**src/rtl/tx_cond_pkg.sv**
```systemverilog
package tx_cond_pkg;

    localparam int BYTE_W = 8;
    localparam int LFSR_W = 15;
    localparam logic [BYTE_W-1:0] ALT_MASK = 8'h55;

    // Bit order matches the control byte: bit4 down to bit0.
    typedef struct packed {
        logic idle_sel;
        logic test_en;
        logic rem_lb;
        logic loc_lb;
        logic alt_inv;
    } slot_ctl_t;

    function automatic slot_ctl_t ctl_from_byte(input logic [BYTE_W-1:0] b);
        return slot_ctl_t'(b[4:0]);
    endfunction

    function automatic logic [BYTE_W-1:0] tone_entry(input logic [2:0] i);
        logic [BYTE_W-1:0] r;
        case (i)
            3'd0, 3'd3: r = 8'h34;
            3'd1, 3'd2: r = 8'h21;
            3'd4, 3'd7: r = 8'hB4;
            default:    r = 8'hA1;
        endcase
        return r;
    endfunction

endpackage

```
**src/rtl/tcc_ctl_store.sv**
```systemverilog
module tcc_ctl_store
    import tx_cond_pkg::*;
#(
    parameter int NUM_TS = 32,
    parameter int TS_W   = $clog2(NUM_TS)
) (
    input  logic              clk,
    input  logic              rst_n,
    input  logic              wr_en,
    input  logic [TS_W-1:0]   wr_addr,
    input  logic [BYTE_W-1:0] wr_byte,
    input  logic [TS_W-1:0]   rd_addr,
    output slot_ctl_t         rd_ctl
);

    slot_ctl_t ent_d [NUM_TS];
    slot_ctl_t ent_q [NUM_TS];

    // Entry 0 is the framing slot: it never takes a write.
    for (genvar g = 0; g < NUM_TS; g++) begin : g_entry
        if (g == 0) begin : g_locked
            assign ent_d[g] = '0;
        end else begin : g_writable
            always_comb begin
                ent_d[g] = ent_q[g];
                if (wr_en && (wr_addr == TS_W'(g)))
                    ent_d[g] = ctl_from_byte(wr_byte);
            end
        end
    end

    always_ff @(posedge clk) begin
        for (int i = 0; i < NUM_TS; i++) begin
            if (!rst_n) ent_q[i] <= '0;
            else        ent_q[i] <= ent_d[i];
        end
    end

    assign rd_ctl = ent_q[rd_addr];

    assert_slot0_clear_R10: assert property (@(posedge clk) disable iff (!rst_n)
        (rd_addr == '0) |-> (rd_ctl == '0));

endmodule

```
**src/rtl/tcc_pattern_gen.sv**
```systemverilog
module tcc_pattern_gen
    import tx_cond_pkg::*;
(
    input  logic              clk,
    input  logic              rst_n,
    input  logic              frame_end,
    input  logic              prbs_adv,
    output logic [BYTE_W-1:0] tone_byte,
    output logic [BYTE_W-1:0] prbs_byte
);

    typedef struct packed {
        logic [2:0]        tone_idx;
        logic [LFSR_W-1:0] lfsr;
    } gen_st_t;

    gen_st_t st_d, st_q;
    logic [LFSR_W-1:0] lfsr_adv;
    logic [BYTE_W-1:0] bits_out;

    always_comb begin
        logic fb;
        lfsr_adv = st_q.lfsr;
        bits_out = '0;
        for (int i = 0; i < BYTE_W; i++) begin
            fb = lfsr_adv[14] ^ lfsr_adv[13];
            lfsr_adv = {lfsr_adv[13:0], fb};
            bits_out[BYTE_W-1-i] = fb;
        end
        st_d = st_q;
        if (frame_end) st_d.tone_idx = st_q.tone_idx + 3'd1;
        if (prbs_adv)  st_d.lfsr = lfsr_adv;
    end

    always_ff @(posedge clk) begin
        if (!rst_n) begin
            st_q.tone_idx <= '0;
            st_q.lfsr     <= '1;
        end else begin
            st_q <= st_d;
        end
    end

    assign tone_byte = tone_entry(st_q.tone_idx);
    assign prbs_byte = bits_out;

    assert_lfsr_alive_R6: assert property (@(posedge clk) disable iff (!rst_n)
        st_q.lfsr != '0);

    assert_lfsr_hold_R6: assert property (@(posedge clk) disable iff (!rst_n)
        !prbs_adv |=> $stable(st_q.lfsr));

    assert_tone_hold_R5: assert property (@(posedge clk) disable iff (!rst_n)
        !frame_end |=> $stable(st_q.tone_idx));

endmodule

```
**src/rtl/tx_chan_cond.sv**
```systemverilog
module tx_chan_cond
    import tx_cond_pkg::*;
#(
    parameter int NUM_TS = 32,
    parameter int TS_W   = $clog2(NUM_TS)
) (
    input  logic              clk,
    input  logic              rst_n,
    input  logic [TS_W-1:0]   slot_idx,
    input  logic              slot_vld,
    input  logic [BYTE_W-1:0] sys_in_byte,
    input  logic [BYTE_W-1:0] line_rx_byte,
    input  logic              tone_mw_sel,
    input  logic              cfg_we,
    input  logic [TS_W-1:0]   cfg_addr,
    input  logic [BYTE_W-1:0] cfg_data,
    input  logic              idle_we,
    input  logic [BYTE_W-1:0] idle_data,
    output logic [BYTE_W-1:0] tx_byte,
    output logic              tx_vld,
    output logic [BYTE_W-1:0] sys_out_byte,
    output logic              lb_local,
    output logic              lb_remote
);

    localparam logic [TS_W-1:0] LAST_TS = TS_W'(NUM_TS - 1);

    typedef struct packed {
        logic [BYTE_W-1:0] tx;
        logic              vld;
        logic [BYTE_W-1:0] sys_out;
        logic              loc;
        logic              rem;
        logic [BYTE_W-1:0] idle_code;
    } out_st_t;

    out_st_t   st_d, st_q;
    slot_ctl_t ctl;
    logic [BYTE_W-1:0] tone_byte, prbs_byte;
    logic frame_end, prbs_adv;

    tcc_ctl_store #(.NUM_TS(NUM_TS), .TS_W(TS_W)) u_store (
        .clk     (clk),
        .rst_n   (rst_n),
        .wr_en   (cfg_we),
        .wr_addr (cfg_addr),
        .wr_byte (cfg_data),
        .rd_addr (slot_idx),
        .rd_ctl  (ctl)
    );

    assign frame_end = slot_vld && (slot_idx == LAST_TS);
    assign prbs_adv  = slot_vld && ctl.test_en && !ctl.rem_lb && !tone_mw_sel;

    tcc_pattern_gen u_gen (
        .clk       (clk),
        .rst_n     (rst_n),
        .frame_end (frame_end),
        .prbs_adv  (prbs_adv),
        .tone_byte (tone_byte),
        .prbs_byte (prbs_byte)
    );

    always_comb begin
        st_d = st_q;
        st_d.vld = slot_vld;
        if (idle_we) st_d.idle_code = idle_data;
        if (slot_vld) begin
            if (ctl.rem_lb)        st_d.tx = line_rx_byte;
            else if (ctl.test_en)  st_d.tx = tone_mw_sel ? tone_byte : prbs_byte;
            else if (ctl.idle_sel) st_d.tx = st_q.idle_code;
            else if (ctl.alt_inv)  st_d.tx = sys_in_byte ^ ALT_MASK;
            else                   st_d.tx = sys_in_byte;
            st_d.sys_out = (ctl.loc_lb && !ctl.rem_lb) ? sys_in_byte : line_rx_byte;
            st_d.loc     = ctl.loc_lb && !ctl.rem_lb;
            st_d.rem     = ctl.rem_lb;
        end
    end

    always_ff @(posedge clk) begin
        if (!rst_n) st_q <= '0;
        else        st_q <= st_d;
    end

    assign tx_byte      = st_q.tx;
    assign tx_vld       = st_q.vld;
    assign sys_out_byte = st_q.sys_out;
    assign lb_local     = st_q.loc;
    assign lb_remote    = st_q.rem;

    assert_strobe_follows_R2: assert property (@(posedge clk) disable iff (!rst_n)
        slot_vld |=> tx_vld);

    assert_no_spurious_R2: assert property (@(posedge clk) disable iff (!rst_n)
        !slot_vld |=> !tx_vld);

    assert_slot0_plain_R10: assert property (@(posedge clk) disable iff (!rst_n)
        (slot_vld && slot_idx == '0) |=> (tx_byte == $past(sys_in_byte)));

    assert_remote_wins_R8: assert property (@(posedge clk) disable iff (!rst_n)
        (slot_vld && ctl.rem_lb) |=>
            (tx_byte == $past(line_rx_byte) && sys_out_byte == $past(line_rx_byte) && !lb_local));

endmodule

```
**config.mk**
```make
export PLATFORM = sky130hd
export DESIGN_NAME = tx_chan_cond
export DESIGN_NICKNAME = d
export VERILOG_FILES = /design/src/rtl/tx_cond_pkg.sv /design/src/rtl/tcc_ctl_store.sv /design/src/rtl/tcc_pattern_gen.sv /design/src/rtl/tx_chan_cond.sv
export SDC_FILE = /design/constraint.sdc
export NUM_CORES = 1
export LEC_CHECK = 0
export BUFFER_PORTS_ARGS = -buffer_cell sky130_fd_sc_hd__buf_2
export CAP_MARGIN = 10
export CORE_ASPECT_RATIO = 0.8
export CORE_MARGIN = 3
export CORE_UTILIZATION = 50
export DETAILED_ROUTE_END_ITERATION = 12
export HOLD_SLACK_MARGIN = 0.12
export PLACE_DENSITY = 0.68
export SKIP_LAST_GASP = 1
export SLEW_MARGIN = 10
export SYNTH_ARGS = -nofsm -noshare
export SYNTH_HDL_FRONTEND = slang
export SYNTH_SLANG_ARGS = --single-unit
```
**constraint.sdc**
```tcl
create_clock -name clk -period 3.45 [get_ports clk]
set_input_delay 0.5175 -clock clk [delete_from_list [all_inputs] [get_ports clk]]
set_output_delay 0.5175 -clock clk [all_outputs]
set_load 0.02 [all_outputs]
```
==> results by group <==
Synth
  • Yosys top cell area share: 48.1%
  • Main combinational cell family by area after synthesis: simple AND/OR/NAND/NOR gates
  • Syn_nets: 818
  • Flops & latches, synth: 200
  • Synth Area in Simple Gates: 17.0%
  • Synth Area in Compound Gates: 5.77%
  • Cell Area, Synth: 9670 um2
  • Yosys warning total: 0
  • Synth Area in XOR/XNOR: 1.18%
  • Synth area leaders: edfxtp_1, and2_1, dfxtp_1
  • Adder-cell share of the synthesized area: 0.776%
  • Post-synth EDFFs: 155
  • Ys flop type: edfxtp_1
  • Cell count after synthesis: 764
  • Seq/Total Area, Yosys: 57.4%
  • Asr flop ratio synth: 0%
  • Mean Syn Cell Area: 12.7 um2
  • Post-synthesis mux area share: 14.1%
  • Yosys top cell by area: edfxtp_1
  • Cell variety after synth: 49

Setup path
  • R2R cell count: 7
  • Worst path cell trace: buf_2 > buf_12 > mux4_2 > mux2i_1 > mux2i_1 > mux2i_4 > or4b_1 > buf_4 > mux2i_1 > nand2_1
  • Worst setup path startpoint: slot_idx[0]
  • CP required: 3.76 ns
  • Crit. End Element: register
  • Buffers & Inverters on Critical Path: 3
  • Crit Path Category: primary input to register
  • Crit path top cell by count: mux2i_1
  • Worst r2r src: u_store.ent_q[7][2]$_SDFFCE_PN0P_
  • CP max-delay cell: mux4_2
  • Startpoint types: primary input
  • Delay of the slowest critical-path stage: 0.53 ns
  • Crit path max fanout: 14
  • Crit-path leading delay family: multiplexers
  • CP Data Arrival Time: 3.21 ns
  • Reg2Reg Setup Slack: 0.70 ns
  • Stages on worst setup path: 10

Power
  • Leak: 0.00394 uW
  • Maximum VDD drop: 0.297 mV
  • Pwr per Cell Area: 501 nW/um2
  • Total chip power: 5370 uW

Global route
  • Grt met1 use: 30.6%
  • Met2 usage in global routing: 34.3%
  • Met3 Track Usage GR: 5.33%
  • Largest net degree at the start of global routing: 44
  • Number of global-route vias before repair: 6111
  • GRT overflow: 0
  • First-pass GRT wire length: 34.1 mm
  • GRT Total Usage: 21.7%
  • Antenna violations before repair: 1
  • Gr busiest metal: met2

Die
  • Initial Util: 52.1%
  • Core region area: 18600 um2
  • Die X: 161 um
  • Die H: 130 um
  • I/O pin total: 67
  • Std cell rows: 44
  • DIE AREA: 21100 um2

Placed design
  • IO Port Bufs: 63
  • Setup slack at placement: 0.0894 ns
  • Placed cell area: 10100 um2
  • Gpl congestion: 0.805
  • Final HPWL DP: 15.4 mm

STA
  • Setup WS post-layout: 0.549 ns
  • Slew Viols, Final: 0
  • Rel. slew slack: 44.4%
  • Final setup violation count: 0
  • Fin Setup TNS: 0 ns
  • RSZ-0062 raised after global routing: no
  • Slew at the pin with the worst max-slew slack: 0.825 ns
  • Worst hold margin: 0.326 ns
  • Hold Vio Cnt, Final: 0
  • Final period utilization: 84.1%
  • Setup Skew: 0.0121 ns
  • Final min period: 2.90 ns
  • Fmax: 345 MHz

Finish
  • Fin area: 10700 um2
  • Area Growth Syn to Fin: 10.8%
  • Fin nets: 852
  • Layout cells sized above 1: 19.7%
  • N_diodes: 0

Clocking
  • Cell at the root of the clock tree: clkbuf_16
  • CTS Buf Count: 17
  • Post-CTS Setup Bufs: 0
  • # clock sinks: 200
  • Hold-fix buffers, CTS: 0
  • Clock latency on the worst-skew pair: 0.44 ns
  • H-tree Lvls: 4
  • Clock Tree Buf Depth: 2
  • CTS tree: done
  • Clk pin slew, worst setup/hold paths: 0.08 ns
  • # resized after CTS: 0

Route
  • Via density: 5.80
  • Starting DRT DRC Count: 712
  • Wirelength per Cell: 20.9 um
  • Routed Antenna Nets: 0
  • Routed WL: 22.2 mm
  • Pre-antenna DRT Iters: 5
  • Post-route DRC: 0
  • Routed vias: 6175

Flow run
  • Max Cap Viol: 0

Min path
  • Tightest Hold Check Type: primary input to register
  • Worst hold start: idle_data[3]
  • Hold Path Cell Cnt: 3

Run status
  • Status: completed
## cell usage after synthesis, drive strengths merged (3+ instances only)
| master | count |
|---|---|
| and2 | 158 |
| edfxtp | 155 |
| o21ai | 53 |
| dfxtp | 45 |
| mux2i | 42 |
| nor2 | 42 |
| mux4 | 38 |
| clkbuf | 35 |
| nand2 | 34 |
| buf | 30 |
| nor2b | 19 |
| a21oi | 10 |
| nand3 | 10 |
| xor2 | 8 |
| a211oi | 7 |
| inv | 7 |
| mux2 | 7 |
| ha | 6 |
| nand2b | 6 |
| nor3 | 5 |
| o211ai | 5 |
| xnor2 | 5 |
| nand3b | 4 |
| a31oi | 3 |
| nor3b | 3 |
| o221ai | 3 |
| o22a | 3 |
## tightest hold or removal path, cell delays in order
cell and delay (ns):
buf_2 0.07, mux2i_1 0.05, nor2b_1 0.09
## routing by layer
metal | vias up | routed length (um)
li1 | 2822 | -
met1 | 3085 | 9800
met2 | 248 | 10400
met3 | 18 | 1730
met4 | 2 | 252
met5 | - | 13
## through the flow
stage | utilization [%] | instances
after global routing | 57.7 | 1064
after global placement | 54.6 | 1032
after detailed placement | 54.6 | 1032
after floorplan | - | 764
final | 57.7 | 1064
after CTS | 57.7 | 1064
## power breakdown
part           internal, uW  switching [uW]
sequential             2730            56.0
combinational           242             353
clock                  1050             937
total                  4020            1350
## state kept, by name, summed over array words and instances, names as in the netlist
signal / count
u_store.ent_q: 155
u_gen.st_q: 11
st_q: 8
sys_out_byte: 8
tx_byte: 8
u_gen.lfsr_adv: 7
lb_local: 1
lb_remote: 1
tx_vld: 1
## worst paths after layout
check	end
setup reg to reg	u_gen.st_q[12]$_SDFFE_PN1P_
setup / recovery	u_gen.st_q[12]$_SDFFE_PN1P_
hold reg to reg	u_gen.st_q[9]$_SDFFE_PN1P_
hold / removal	st_q[3]$_SDFFE_PN0P_
## cells by family (layout without fill, tap and decap cells)
family / after synthesis / after routing
AND/OR/NAND/NOR: 292 / 292
flip-flops: 200 / 200
AO/OA/AOI/OAI: 94 / 94
multiplexers: 87 / 87
buffers and inverters: 72 / 119
XOR/XNOR: 13 / 13
adder cells (fa/ha/maj): 6 / 6
## layout by cell type (no fill, tap or decap), types with 15 or more instances in the layout
cell type,instances
mux2i_1,41
nand2_1,34
clkbuf_16,18
nor2b_1,19
buf_4,15
nor2_1,42
buf_2,63
dfxtp_1,45
and2_1,157
edfxtp_1,155
mux4_2,38
o21ai_0,52
## area by class of cell
cell class	count	area [um2]
Fill cell	1495	7840
Sequential cell	200	5560
Multi-Input combinational cell	492	3760
Clock buffer	21	492
Timing Repair Buffer	80	468
Tap cell	253	317
Clock inverter	11	100
Inverter	7	26.3
Power figures use the tool's default switching activity.
